## config.mk

```make
export PLATFORM = sky130hd
export DESIGN_NAME = pio_port
export DESIGN_NICKNAME = d
export VERILOG_FILES = /design/src/rtl/pio_pkg.sv /design/src/rtl/pio_sync.sv /design/src/rtl/pio_regs.sv /design/src/rtl/pio_pinmux.sv /design/src/rtl/pio_port.sv
export SDC_FILE = /design/constraint.sdc
export NUM_CORES = 1
export LEC_CHECK = 0
export BUFFER_PORTS_ARGS = -buffer_cell sky130_fd_sc_hd__buf_2
export CAP_MARGIN = 20
export CORE_ASPECT_RATIO = 0.8
export CORE_MARGIN = 2
export CORE_UTILIZATION = 49
export CTS_CLUSTER_SIZE = 24
export DETAILED_ROUTE_END_ITERATION = 10
export PLACE_DENSITY = 0.82
export SYNTH_ARGS = -nofsm -noshare
export SYNTH_HDL_FRONTEND = slang
export SYNTH_SLANG_ARGS = --single-unit
```

## constraint.sdc

```tcl
create_clock -name clk -period 4.5 [get_ports clk]
set_clock_uncertainty 0.05 [all_clocks]
set_input_delay 0.45 -clock clk [delete_from_list [all_inputs] [get_ports clk]]
set_output_delay 0.45 -clock clk [all_outputs]
set_load 0.02 [all_outputs]
```

## src/rtl/pio_pkg.sv

```systemverilog
package pio_pkg;

    localparam int PORT_W = 8;
    localparam int ADDR_W = 8;

    typedef enum logic {
        MODE_SINGLE   = 1'b0,
        MODE_EXPANDED = 1'b1
    } pio_mode_e;

    // Which source feeds the pin drivers this cycle
    typedef enum logic [1:0] {
        SRC_GPIO   = 2'd0,
        SRC_ADDR   = 2'd1,
        SRC_DWRITE = 2'd2,
        SRC_DREAD  = 2'd3
    } pin_src_e;

    function automatic pin_src_e pick_src(pio_mode_e mode, logic aph, logic rw);
        pin_src_e s;
        if (mode == MODE_SINGLE) s = SRC_GPIO;
        else if (aph)            s = SRC_ADDR;
        else if (rw)             s = SRC_DREAD;
        else                     s = SRC_DWRITE;
        return s;
    endfunction

endpackage

```

## src/rtl/pio_sync.sv

```systemverilog
module pio_sync #(
    parameter int W      = pio_pkg::PORT_W,
    parameter int STAGES = 2
) (
    input  logic         clk,
    input  logic         rst,
    input  logic [W-1:0] d,
    output logic [W-1:0] q
);
    logic [W-1:0] stage_q [STAGES];

    generate
        for (genvar s = 0; s < STAGES; s++) begin : g_stage
            always_ff @(posedge clk) begin
                if (rst) stage_q[s] <= '0;
                else if (s == 0) stage_q[s] <= d;
                else stage_q[s] <= stage_q[(s == 0) ? 0 : s - 1];
            end
        end
    endgenerate

    assign q = stage_q[STAGES-1];
endmodule

```

## src/rtl/pio_regs.sv

```systemverilog
module pio_regs #(
    parameter int W  = pio_pkg::PORT_W,
    parameter int AW = pio_pkg::ADDR_W,
    parameter logic [AW-1:0] PORT_ADDR = 'h03,
    parameter logic [AW-1:0] DIR_ADDR  = 'h07
) (
    input  logic          clk,
    input  logic          rst,
    input  logic [AW-1:0] bus_addr,
    input  logic          bus_wr,
    input  logic [W-1:0]  bus_wdata,
    input  logic [W-1:0]  pin_sync,
    output logic [W-1:0]  bus_rdata,
    output logic [W-1:0]  latch_q,
    output logic [W-1:0]  dir_q
);
    logic hit_port, hit_dir;

    assign hit_port = (bus_addr == PORT_ADDR);
    assign hit_dir  = (bus_addr == DIR_ADDR);

    always_ff @(posedge clk) begin
        if (rst) begin
            latch_q <= '0;
            dir_q   <= '0;
        end else if (bus_wr) begin
            if (hit_port) latch_q <= bus_wdata;
            if (hit_dir)  dir_q   <= bus_wdata;
        end
    end

    // Port reads return pin levels, never the latch
    always_comb begin
        if (hit_port)     bus_rdata = pin_sync;
        else if (hit_dir) bus_rdata = dir_q;
        else              bus_rdata = '0;
    end
endmodule

```

## src/rtl/pio_pinmux.sv

```systemverilog
module pio_pinmux
    import pio_pkg::*;
#(
    parameter int W = PORT_W
) (
    input  pio_mode_e    mode,
    input  logic         addr_phase,
    input  logic         ext_rw,
    input  logic [W-1:0] latch_q,
    input  logic [W-1:0] dir_q,
    input  logic [W-1:0] ext_addr_lo,
    input  logic [W-1:0] ext_wdata,
    output logic [W-1:0] pin_out,
    output logic [W-1:0] pin_oe
);
    pin_src_e src;

    assign src = pick_src(mode, addr_phase, ext_rw);

    always_comb begin
        unique case (src)
            SRC_GPIO: begin
                pin_out = latch_q;
                pin_oe  = dir_q;
            end
            SRC_ADDR: begin
                pin_out = ext_addr_lo;
                pin_oe  = '1;
            end
            SRC_DWRITE: begin
                pin_out = ext_wdata;
                pin_oe  = '1;
            end
            default: begin
                pin_out = ext_wdata;
                pin_oe  = '0;
            end
        endcase
    end
endmodule

```

## src/rtl/pio_port.sv

```systemverilog
module pio_port
    import pio_pkg::*;
#(
    parameter int W  = PORT_W,
    parameter int AW = ADDR_W,
    parameter logic [AW-1:0] PORT_ADDR = 'h03,
    parameter logic [AW-1:0] DIR_ADDR  = 'h07
) (
    input  logic          clk,
    input  logic          rst,
    input  logic [AW-1:0] bus_addr,
    input  logic          bus_wr,
    input  logic [W-1:0]  bus_wdata,
    output logic [W-1:0]  bus_rdata,
    input  logic          mode_exp,
    input  logic          addr_phase,
    input  logic          ext_rw,
    input  logic [W-1:0]  ext_addr_lo,
    input  logic [W-1:0]  ext_wdata,
    output logic [W-1:0]  ext_rdata,
    output logic [W-1:0]  pin_out,
    output logic [W-1:0]  pin_oe,
    input  logic [W-1:0]  pin_in
);
    logic [W-1:0] pin_sync;
    logic [W-1:0] latch_q;
    logic [W-1:0] dir_q;
    pio_mode_e    mode;

    assign mode = mode_exp ? MODE_EXPANDED : MODE_SINGLE;

    pio_sync #(.W(W), .STAGES(2)) u_sync (
        .clk (clk),
        .rst (rst),
        .d   (pin_in),
        .q   (pin_sync)
    );

    pio_regs #(.W(W), .AW(AW), .PORT_ADDR(PORT_ADDR), .DIR_ADDR(DIR_ADDR)) u_regs (
        .clk       (clk),
        .rst       (rst),
        .bus_addr  (bus_addr),
        .bus_wr    (bus_wr),
        .bus_wdata (bus_wdata),
        .pin_sync  (pin_sync),
        .bus_rdata (bus_rdata),
        .latch_q   (latch_q),
        .dir_q     (dir_q)
    );

    pio_pinmux #(.W(W)) u_mux (
        .mode        (mode),
        .addr_phase  (addr_phase),
        .ext_rw      (ext_rw),
        .latch_q     (latch_q),
        .dir_q       (dir_q),
        .ext_addr_lo (ext_addr_lo),
        .ext_wdata   (ext_wdata),
        .pin_out     (pin_out),
        .pin_oe      (pin_oe)
    );

    assign ext_rdata = pin_sync;
endmodule

```

==> flow_metrics.tcl, run 1 <==
set metrics [dict create \
    synth_cells 177 \
    cts_resized 0 \
    power_w 0.000710 \
    post-cts-setup-buffers 0 \
    timing.fmax_mhz 407 \
    cap_violations 0 \
    area_growth_pct 31.6 \
    synth_warnings 0 \
    cp_slowest_stage_delay_ns 0.44 \
    cp-start-kind "input pin" \
    run_status "completed" \
    leakagePower_nw 1.08 \
    detail-route-antenna-nets 0 \
    crit_arrival_ns 1.96 \
    cts.clk_slew.worst_paths_ns 0.07 \
    crit_buf_inv 3 \
    drt-wirelength-per-cell_um 12.2 \
    proportion_of_layout_cells_with_a_drive_suffix_above_1_pct 35.2 \
    timing.slew.headroom_pct 59.4 \
    floorplan.die_area_um2 3740 \
    worst_pin_slew_ns 0.605 \
    critical-path-top-cell-by-count "sky130_fd_sc_hd__buf_2" \
    cts_tree "done" \
    final.setup.tns_ns 0 \
    cp.required_ns 4.00 \
    die_x_um 67.9 \
    power_per_cell_area_nw_per_um2 337 \
    grt_setup_unrepaired "false" \
    grt_use_met2_pct 34.5 \
    cts.htree.levels 2 \
    cp_max_fo 17 \
    postLayoutSetupSlackWorst_ns 2.04 \
    timing.hold.worst.class "input pin to flop" \
    timing_max_transition_violations_final 0 \
    grt_use_met3_pct 8.10 \
    route.detailed.vias_per_inst 4.99 \
    finalSetupViolCount 0 \
    place_congestion 0.683 \
    floorplan.die.height_um 55.1 \
    top_usage_layer "met2" \
    synthesis.area_um2 1600 \
    root_buffer "sky130_fd_sc_hd__clkbuf_8" \
    clk-insertion-delay-late_ns 0.29 \
    tritoncts.num_buffers 5 \
    dr_total_vias 1448 \
    grt_pass1_wl_um 5380 \
    cp_cell_sequence "buf_2, o21ai_0, inv_1, ha_1, a211oi_1, a31oi_1, buf_2" \
    clock_path_buffers 2 \
    total_number_of_placement_rows 18 \
    detail_route.drc_violations 0 \
    report.final.hold_viol_count 0 \
    critical_path.slowest_cell "sky130_fd_sc_hd__ha_1" \
    grt_util_met1_pct 22.9 \
    hpwlAfterDp_um 2620 \
    globalRouteOverflowTotal 0 \
    floorplan.initialDensity_pct 51.5 \
    period_share_pct 54.6 \
    ys_seq_elements 32 \
    critical_path_class "input pin to output port" \
    antenna_found_initial 0 \
    total_iterations_of_the_first_detailed_routing_run 4 \
    grt_start_max_net_pins 41 \
    timing.critical_path.max_delay_family "buffers and inverters" \
    cts_sinks 32 \
    endpoint_kind "output port" \
    detail_route.wirelength_um 3540 \
    finish.utilization_pct 67.8 \
    numPortBuffers 77 \
    place_worst_setup_slack_ns 2.02 \
    io-pin-count 78 \
    synth_cell_types 21 \
    vdd_drop_max_mv 0.201 \
    synth.yosys.seq_area_share_pct 40.0 \
    antenna-diode-count 0 \
    vias_in_the_first_global_route 1248 \
    finalNetCount 298 \
    finalWorstPathRequiredPeriod_ns 2.46 \
    cts_hold_buffers 0 \
    track_usage_pct 20.0 \
    drt_iter0_markers 46 \
    coreArea_um2 3110 \
    syn_nets 226 \
    synth_area_per_cell_um2 9.05 \
]
[placed cells by master, fill, tap and decap left out, drive strengths merged, types with 3 or more instances in the layout]
master / synthesis / layout
a21oi: 8 / 8
inv: 3 / 3
clkbuf: 8 / 7
a31oi: 8 / 8
nor2: 17 / 17
buf: 4 / 77
nand2b: 32 / 32
ha: 3 / 3
mux2i: 24 / 24
dfxtp: 32 / 32
nor2b: 16 / 16
nand2: 3 / 3
a211oi: 7 / 7
nand3: 7 / 7
[final cells by class]
class / count / area [µm²]
clock buffers: 7 / 96.3
flip-flops and latches: 32 / 641
repair buffers: 77 / 385
multi-input cells: 130 / 895
clock inverters: 1 / 30.0
well taps: 40 / 50.0
fillers: 259 / 1000
inverters: 3 / 11.3
[flip-flops by register name, summed over array words and instances, names as in the netlist]
| name | count |
|---|---|
| u_regs.dir_q | 8 |
| u_regs.latch_q | 8 |
| u_sync.stage_q | 16 |
[per-layer routing]
metal  vias to the layer above  wire length (µm)  share of wire (%)
met5                         -                 0                  0
li1                        739                 -                  -
met3                         2               282                8.0
met1                       664              1540                 44
met4                         0                15               0.42
met2                        43              1700                 48
[logic make-up after synthesis]
group,after synthesis,synth area share (%)
buffers and inverters,15,4.14
and+or+nand+nor,79,29.3
DFF,32,40.0
adders and majority gates,3,2.34
muxes,24,15.0
AOI/OAI and AO/OA,24,9.22
[synthesized netlist by cell type]
library cell	count	area (µm²)
sky130_fd_sc_hd__ha_1	3	37.5
sky130_fd_sc_hd__a21oi_1	8	40.0
sky130_fd_sc_hd__o21ai_0	1	5.00
sky130_fd_sc_hd__nand4_4	1	21.3
sky130_fd_sc_hd__dfxtp_1	32	641
sky130_fd_sc_hd__nand4b_1	1	8.76
sky130_fd_sc_hd__a211oi_1	7	52.6
sky130_fd_sc_hd__nor2_1	17	63.8
sky130_fd_sc_hd__a31oi_1	8	50.1
sky130_fd_sc_hd__nand2b_1	32	200
sky130_fd_sc_hd__nand3_1	7	35.0
sky130_fd_sc_hd__nor3_4	1	16.3
sky130_fd_sc_hd__buf_6	1	11.3
sky130_fd_sc_hd__buf_1	1	3.75
sky130_fd_sc_hd__mux2i_1	24	240
sky130_fd_sc_hd__nand2_1	3	11.3
sky130_fd_sc_hd__inv_1	3	11.3
sky130_fd_sc_hd__clkbuf_1	8	30.0
sky130_fd_sc_hd__nor2b_1	16	100
sky130_fd_sc_hd__buf_2	2	10.0
sky130_fd_sc_hd__and4bb_2	1	12.5
[worst paths after layout]
path	startpoint	endpoint	slack, ns	cells after the start
max reg2reg	u_regs.dir_q[1]	u_regs.dir_q[1]	3.79	2
max	mode_exp	pin_out[5]	2.04	7
min reg2reg	u_sync.stage_q[0][1]	u_sync.stage_q[1][1]	0.39	1
min	pin_in[4]	u_sync.stage_q[0][4]	0.31	2
[power breakdown]
part / leakage, nW / switching (W) / internal, W
registers: 0.261 / 0.00000196 / 0.000290
logic: 0.751 / 0.0000670 / 0.0000481
clock network: 0.0645 / 0.000107 / 0.000195
total: 1.08 / 0.000176 / 0.000533
[per-stage QoR]
stage / instance area [µm²] / instances / hold WS (ns)
2_1_floorplan: 1600 / 177 / 0.364
3_3_place_gp: 1980 / 282 / 0.365
3_5_place_dp: 1980 / 282 / 0.372
4_1_cts: 2110 / 290 / 0.313
5_1_grt: 2110 / 290 / 0.315
6_report: 2110 / 290 / 0.314
No activity file was read; power rests on OpenSTA's default activity.
==> run 2: changes to the inputs <==
--- a/config.mk
+++ b/config.mk
@@ -9,10 +9,10 @@
 export CAP_MARGIN = 20
 export CORE_ASPECT_RATIO = 0.8
 export CORE_MARGIN = 2
-export CORE_UTILIZATION = 49
+export CORE_UTILIZATION = 41
 export CTS_CLUSTER_SIZE = 24
 export DETAILED_ROUTE_END_ITERATION = 10
-export PLACE_DENSITY = 0.82
+export PLACE_DENSITY = 0.73
 export SYNTH_ARGS = -nofsm -noshare
 export SYNTH_HDL_FRONTEND = slang
 export SYNTH_SLANG_ARGS = --single-unit
==> constraint.sdc (replaced) <==
create_clock -name clk -period 2.1 [get_ports clk]
set_clock_uncertainty 0.05 [all_clocks]
set_input_delay 0.21 -clock clk [delete_from_list [all_inputs] [get_ports clk]]
set_output_delay 0.21 -clock clk [all_outputs]
set_load 0.02 [all_outputs]
==> flow_metrics.tcl, run 2 (synthesis results as in run 1) <==
set metrics [dict create \
    critical-path-top-cell-by-count "sky130_fd_sc_hd__buf_2" \
    detailroute.wirelength.met3_um 220 \
    crit_arrival_ns 1.51 \
    grt_start_max_net_pins 41 \
    track_usage_pct 16.5 \
    timing.hold.worst_path_depth 2 \
    vdd_drop_max_mv 0.407 \
    floorplan.die.height_um 59.9 \
    power.combinational.fraction_pct 18.5 \
    cp_cell_sequence "buf_2, o21ai_0, inv_1, ha_2, a211oi_1, a31oi_1, buf_2" \
    timing.slew.headroom_pct 62.3 \
    place_congestion 0.739 \
    mostFrequentLayoutCell "sky130_fd_sc_hd__buf_2" \
    finish.utilization_pct 55.9 \
    clk-insertion-delay-late_ns 0.28 \
    drt-wirelength-per-cell_um 11.6 \
    cp_slowest_stage_delay_ns 0.29 \
    coreArea_um2 3780 \
    timing.hold.worst.class "input pin to flop" \
    registers.top_by_ff_count "u_sync.stage_q" \
    cellInternalPower_w 0.000987 \
    route.detailed.vias_per_inst 4.74 \
    clock_path_buffers 2 \
    p_sw_w 0.000364 \
    cts_tree "done" \
    detail-route-antenna-nets 0 \
    top_layer_used "met4" \
    area_growth_pct 31.8 \
    proportion_of_layout_cells_with_a_drive_suffix_above_1_pct 36.1 \
    timing.hold.worst.start "pin_in[6]" \
    cts_hold_buffers 0 \
    register_area_um2 641 \
    cp_max_fo 16 \
    numPortBuffers 77 \
    timing.fmax_mhz 564 \
    run_status "completed" \
    fill_cells 377 \
    total_iterations_of_the_first_detailed_routing_run 4 \
    period_share_pct 84.5 \
    report.final.hold_viol_count 0 \
    worst_pin_slew_ns 0.566 \
    cts_sinks 32 \
    detail_route.wirelength_um 3580 \
    post-cts-setup-buffers 0 \
    dr_total_vias 1454 \
    tritoncts.num_buffers 5 \
    power_frac_seq_pct 46.3 \
    critical_path.slowest_cell "sky130_fd_sc_hd__ha_2" \
    grt_pass1_wl_um 5490 \
    most-common-layout-cells "sky130_fd_sc_hd__buf_2, sky130_fd_sc_hd__nand2b_1, sky130_fd_sc_hd__dfxtp_1, sky130_fd_sc_hd__mux2i_1, sky130_fd_sc_hd__nor2_1" \
    vias_in_the_first_global_route 1250 \
    floorplan.die_area_um2 4430 \
    worst_setup_path_startpoint "addr_phase" \
    root_buffer "sky130_fd_sc_hd__clkbuf_8" \
    p_clk_share_pct 35.2 \
    die_x_um 73.9 \
    globalRouteOverflowTotal 0 \
    floorplan.initialDensity_pct 42.4 \
    detail_route.drc_violations 0 \
    total_number_of_placement_rows 20 \
    met2RoutedLength_um 1680 \
    final.setup.tns_ns 0 \
    multi_input_area_um2 897 \
    drt_iter0_markers 68 \
    cp-start-kind "input pin" \
    reg_top3 "u_sync.stage_q x16, u_regs.dir_q x8, u_regs.latch_q x8" \
    hpwlAfterDp_um 2710 \
    antenna_found_initial 0 \
    grt_setup_unrepaired "false" \
    leakagePower_nw 1.07 \
    cts_resized 0 \
    cp.required_ns 1.84 \
    met1Wirelength_um 1640 \
    timing.reg2reg.worst_path_depth 2 \
    endpoint_kind "output port" \
    timing_max_transition_violations_final 0 \
    largest_register_ff_count 16 \
    worstReg2RegStart "u_regs.dir_q[6]" \
    finalWorstPathRequiredPeriod_ns 1.77 \
    cts.clk_slew.worst_paths_ns 0.06 \
    power_per_cell_area_nw_per_um2 640 \
    cap_violations 0 \
    finalSetupViolCount 0 \
    antenna-diode-count 0 \
    cts.htree.levels 2 \
    finalNetCount 300 \
    p_sw_share_pct 26.9 \
    io-pin-count 78 \
    critical_path_class "input pin to output port" \
    power_w 0.00135 \
]
## run 2: power by group through the flow
stage / sequential, W / combinational (W) / clock [W]
6_report: 0.000626 / 0.000249 / 0.000476
5_1_grt: 0.000627 / 0.000274 / 0.000529
4_1_cts: 0.000626 / 0.000250 / 0.000491
3_5_place_dp: 0.000640 / 0.000250 / 0
3_3_place_gp: 0.000639 / 0.000247 / 0
2_1_floorplan: 0.000647 / 0.000145 / 0
## run 2: cell type report
cell class / instances / share of cell area, %
sequential: 32 / 30.3
clock inverter: 2 / 0.474
inverter: 3 / 0.533
tap: 55 / 3.26
multi-input combinational: 130 / 42.5
timing repair buffer: 79 / 19.0
clock buffer: 6 / 3.91
## run 2: final timing paths
check	slack, ns	to
worst min-delay path	0.08	u_sync.stage_q[0][6]
worst max register to register	1.40	u_regs.dir_q[6]
worst min register to register	0.38	u_sync.stage_q[1][5]
worst max-delay path	0.33	pin_out[1]
## run 2: critical path: cells and delay by family
family          cells  cell delay (ns)
compound gates      3             0.57
buf+inv             3             0.44
fa+ha+maj           1             0.29
## run 2: per-layer routing
| metal | global-route usage [%] | vias up |
|---|---|---|
| li1 | - | 747 |
| met1 | 20.0 | 662 |
| met2 | 27.6 | 40 |
| met3 | 6.07 | 5 |
| met4 | 4.68 | 0 |
| met5 | 0 | - |
## run 2: through the flow
stage	instance area, µm²	setup slack, ns	instances	hold WS, ns
2_1_floorplan	1600	-0.0493	177	0.288
3_3_place_gp	2020	0.254	299	0.367
3_5_place_dp	2020	0.172	299	0.372
4_1_cts	2110	0.162	307	0.0746
5_1_grt	2110	0.137	307	0.0892
6_report	2110	0.326	307	0.0841
==> run 3: changes to the inputs <==
--- a/config.mk
+++ b/config.mk
@@ -9,10 +9,10 @@
 export CAP_MARGIN = 20
 export CORE_ASPECT_RATIO = 0.8
 export CORE_MARGIN = 2
-export CORE_UTILIZATION = 41
+export CORE_UTILIZATION = 45
 export CTS_CLUSTER_SIZE = 24
 export DETAILED_ROUTE_END_ITERATION = 10
-export PLACE_DENSITY = 0.73
+export PLACE_DENSITY = 0.76
 export SYNTH_ARGS = -nofsm -noshare
 export SYNTH_HDL_FRONTEND = slang
 export SYNTH_SLANG_ARGS = --single-unit
==> constraint.sdc (replaced) <==
create_clock -name clk -period 1.7 [get_ports clk]
set_clock_uncertainty 0.05 [all_clocks]
set_input_delay 0.17 -clock clk [delete_from_list [all_inputs] [get_ports clk]]
set_output_delay 0.17 -clock clk [all_outputs]
set_load 0.02 [all_outputs]
==> flow_metrics.tcl, run 3 (synthesis results as in run 1) <==
set metrics [dict create \
    timing.slew.headroom_pct 63.6 \
    cp_cell_sequence "buf_2, nand2b_1, buf_4, ha_2, a21oi_1, nor2_1, buf_2" \
    die_x_um 70.7 \
    grt_pass1_wl_um 5950 \
    floorplan.initialDensity_pct 46.8 \
    final.setup.tns_ns 0 \
    clock_path_buffers 2 \
    route.detailed.vias_per_inst 4.97 \
    reg_top3 "u_sync.stage_q x16, u_regs.dir_q x8, u_regs.latch_q x8" \
    most-common-layout-cells "sky130_fd_sc_hd__buf_2, sky130_fd_sc_hd__nand2b_1, sky130_fd_sc_hd__dfxtp_1, sky130_fd_sc_hd__mux2i_1, sky130_fd_sc_hd__nor2_1" \
    power_per_cell_area_nw_per_um2 801 \
    timing.hold.worst.class "input pin to flop" \
    cts.clk_slew.worst_paths_ns 0.07 \
    critical_path_class "input pin to output port" \
    instances_no_fill 299 \
    leakagePower_nw 1.12 \
    grt_start_max_net_pins 41 \
    timing_max_transition_violations_final 0 \
    critical_path.slowest_cell "sky130_fd_sc_hd__ha_2" \
    cp-start-kind "input pin" \
    coreArea_um2 3420 \
    detail-route-antenna-nets 0 \
    largest_register_ff_count 16 \
    cts_sinks 32 \
    registers.top_by_ff_count "u_sync.stage_q" \
    post-cts-setup-buffers 0 \
    hpwlAfterDp_um 2790 \
    numPortBuffers 77 \
    detail_route.drc_violations 0 \
    total_number_of_placement_rows 19 \
    finish.utilization_pct 67.9 \
    endpoint_kind "output port" \
    cp_slowest_stage_delay_ns 0.41 \
    cap_violations 0 \
    power_w 0.00186 \
    clk-insertion-delay-late_ns 0.28 \
    total_iterations_of_the_first_detailed_routing_run 4 \
    worst_pin_slew_ns 0.546 \
    antenna_found_initial 0 \
    cp_max_fo 8 \
    cts_tree "done" \
    finalWorstPathRequiredPeriod_ns 1.63 \
    run_status "completed" \
    root_buffer "sky130_fd_sc_hd__clkbuf_8" \
    timing.fmax_mhz 613 \
    track_usage_pct 18.2 \
    vias_in_the_first_global_route 1453 \
    detail_route.wirelength_um 3650 \
    area_growth_pct 45.2 \
    floorplan.die.height_um 57.4 \
    report.final.hold_viol_count 0 \
    dr_total_vias 1487 \
    antenna-diode-count 0 \
    crit_arrival_ns 1.41 \
    finalSetupViolCount 0 \
    finalNetCount 305 \
    io-pin-count 78 \
    grt_setup_unrepaired "false" \
    cts.htree.levels 2 \
    globalRouteOverflowTotal 0 \
    cp.required_ns 1.48 \
    critical-path-top-cell-by-count "sky130_fd_sc_hd__buf_2" \
    place.detailed.instances 291 \
    floorplan.die_area_um2 4060 \
    tritoncts.num_buffers 5 \
    mostFrequentLayoutCell "sky130_fd_sc_hd__buf_2" \
    vdd_drop_max_mv 0.567 \
    drt_iter0_markers 56 \
    drt-wirelength-per-cell_um 12.2 \
    place_congestion 0.825 \
    proportion_of_layout_cells_with_a_drive_suffix_above_1_pct 43.6 \
    period_share_pct 96.0 \
]
==> run 3: cell count changes in the layout (fill, tap and decap cells not counted), moves of 5 or more <==
cell                       previous run  this run
sky130_fd_sc_hd__a211oi_2             0         6
sky130_fd_sc_hd__buf_4                2         7
sky130_fd_sc_hd__a211oi_1             7         0
sky130_fd_sc_hd__a31oi_1              8         0
sky130_fd_sc_hd__a31oi_4              0         8
==> run 3: critical path: cells and delay by family <==
| family | cells | cell delay (ns) |
|---|---|---|
| AND/OR/NAND/NOR | 2 | 0.30 |
| buffers and inverters | 3 | 0.48 |
| adder cells (fa/ha/maj) | 1 | 0.41 |
| AO/OA/AOI/OAI | 1 | 0.06 |
==> run 3: repair_timing <==
item	4_1_cts	5_1_grt
pin swaps	0	0
setup endpoints to repair	6	12
hold buffers	0	0
gates resized for setup	1	10
==> run 3: metal layers <==
| layer | wire (µm) | global-route usage (%) | up-vias |
|---|---|---|---|
| met5 | 0 | 0 | - |
| met4 | 6 | 3.23 | 0 |
| met3 | 245 | 6.36 | 2 |
| met2 | 1770 | 30.7 | 44 |
| met1 | 1630 | 23.0 | 685 |
| li1 | - | - | 756 |
==> run 3: path summary, 6_finish.rpt <==
check                            start              endpoint  slack, ns  depth (start not counted)
hold reg to reg   u_sync.stage_q[0][3]  u_sync.stage_q[1][3]       0.38                          1
hold / removal               pin_in[2]  u_sync.stage_q[0][2]       0.04                          2
setup reg to reg       u_regs.dir_q[7]       u_regs.dir_q[7]       0.99                          2
setup / recovery            addr_phase             pin_oe[6]       0.07                          7
==> run 3: layout make-up <==
type	instances	area [µm²]
Inverter	3	11.3
Clock inverter	3	42.5
Tap cell	42	52.6
Timing Repair Buffer	84	438
Fill cell	301	1100
Sequential cell	32	641
Clock buffer	5	68.8
Multi-Input combinational cell	130	1070
==> run 3: metrics by stage <==
step / cell area, µm² / hold WS [ns] / setup slack [ns]
finish: 2330 / 0.0378 / 0.0685
global route: 2330 / 0.0388 / 0.0000610
CTS: 2280 / 0.0321 / -0.0118
detailed placement: 2160 / 0.333 / -0.0131
global placement: 2160 / 0.328 / 0.0422
floorplan: 1750 / 0.248 / 0.00795
==> run 3: power by group <==
part	internal [W]	total, W	switching (W)
combinational	0.000161	0.000369	0.000208
clock	0.000433	0.000721	0.000288
sequential	0.000768	0.000773	0.00000514
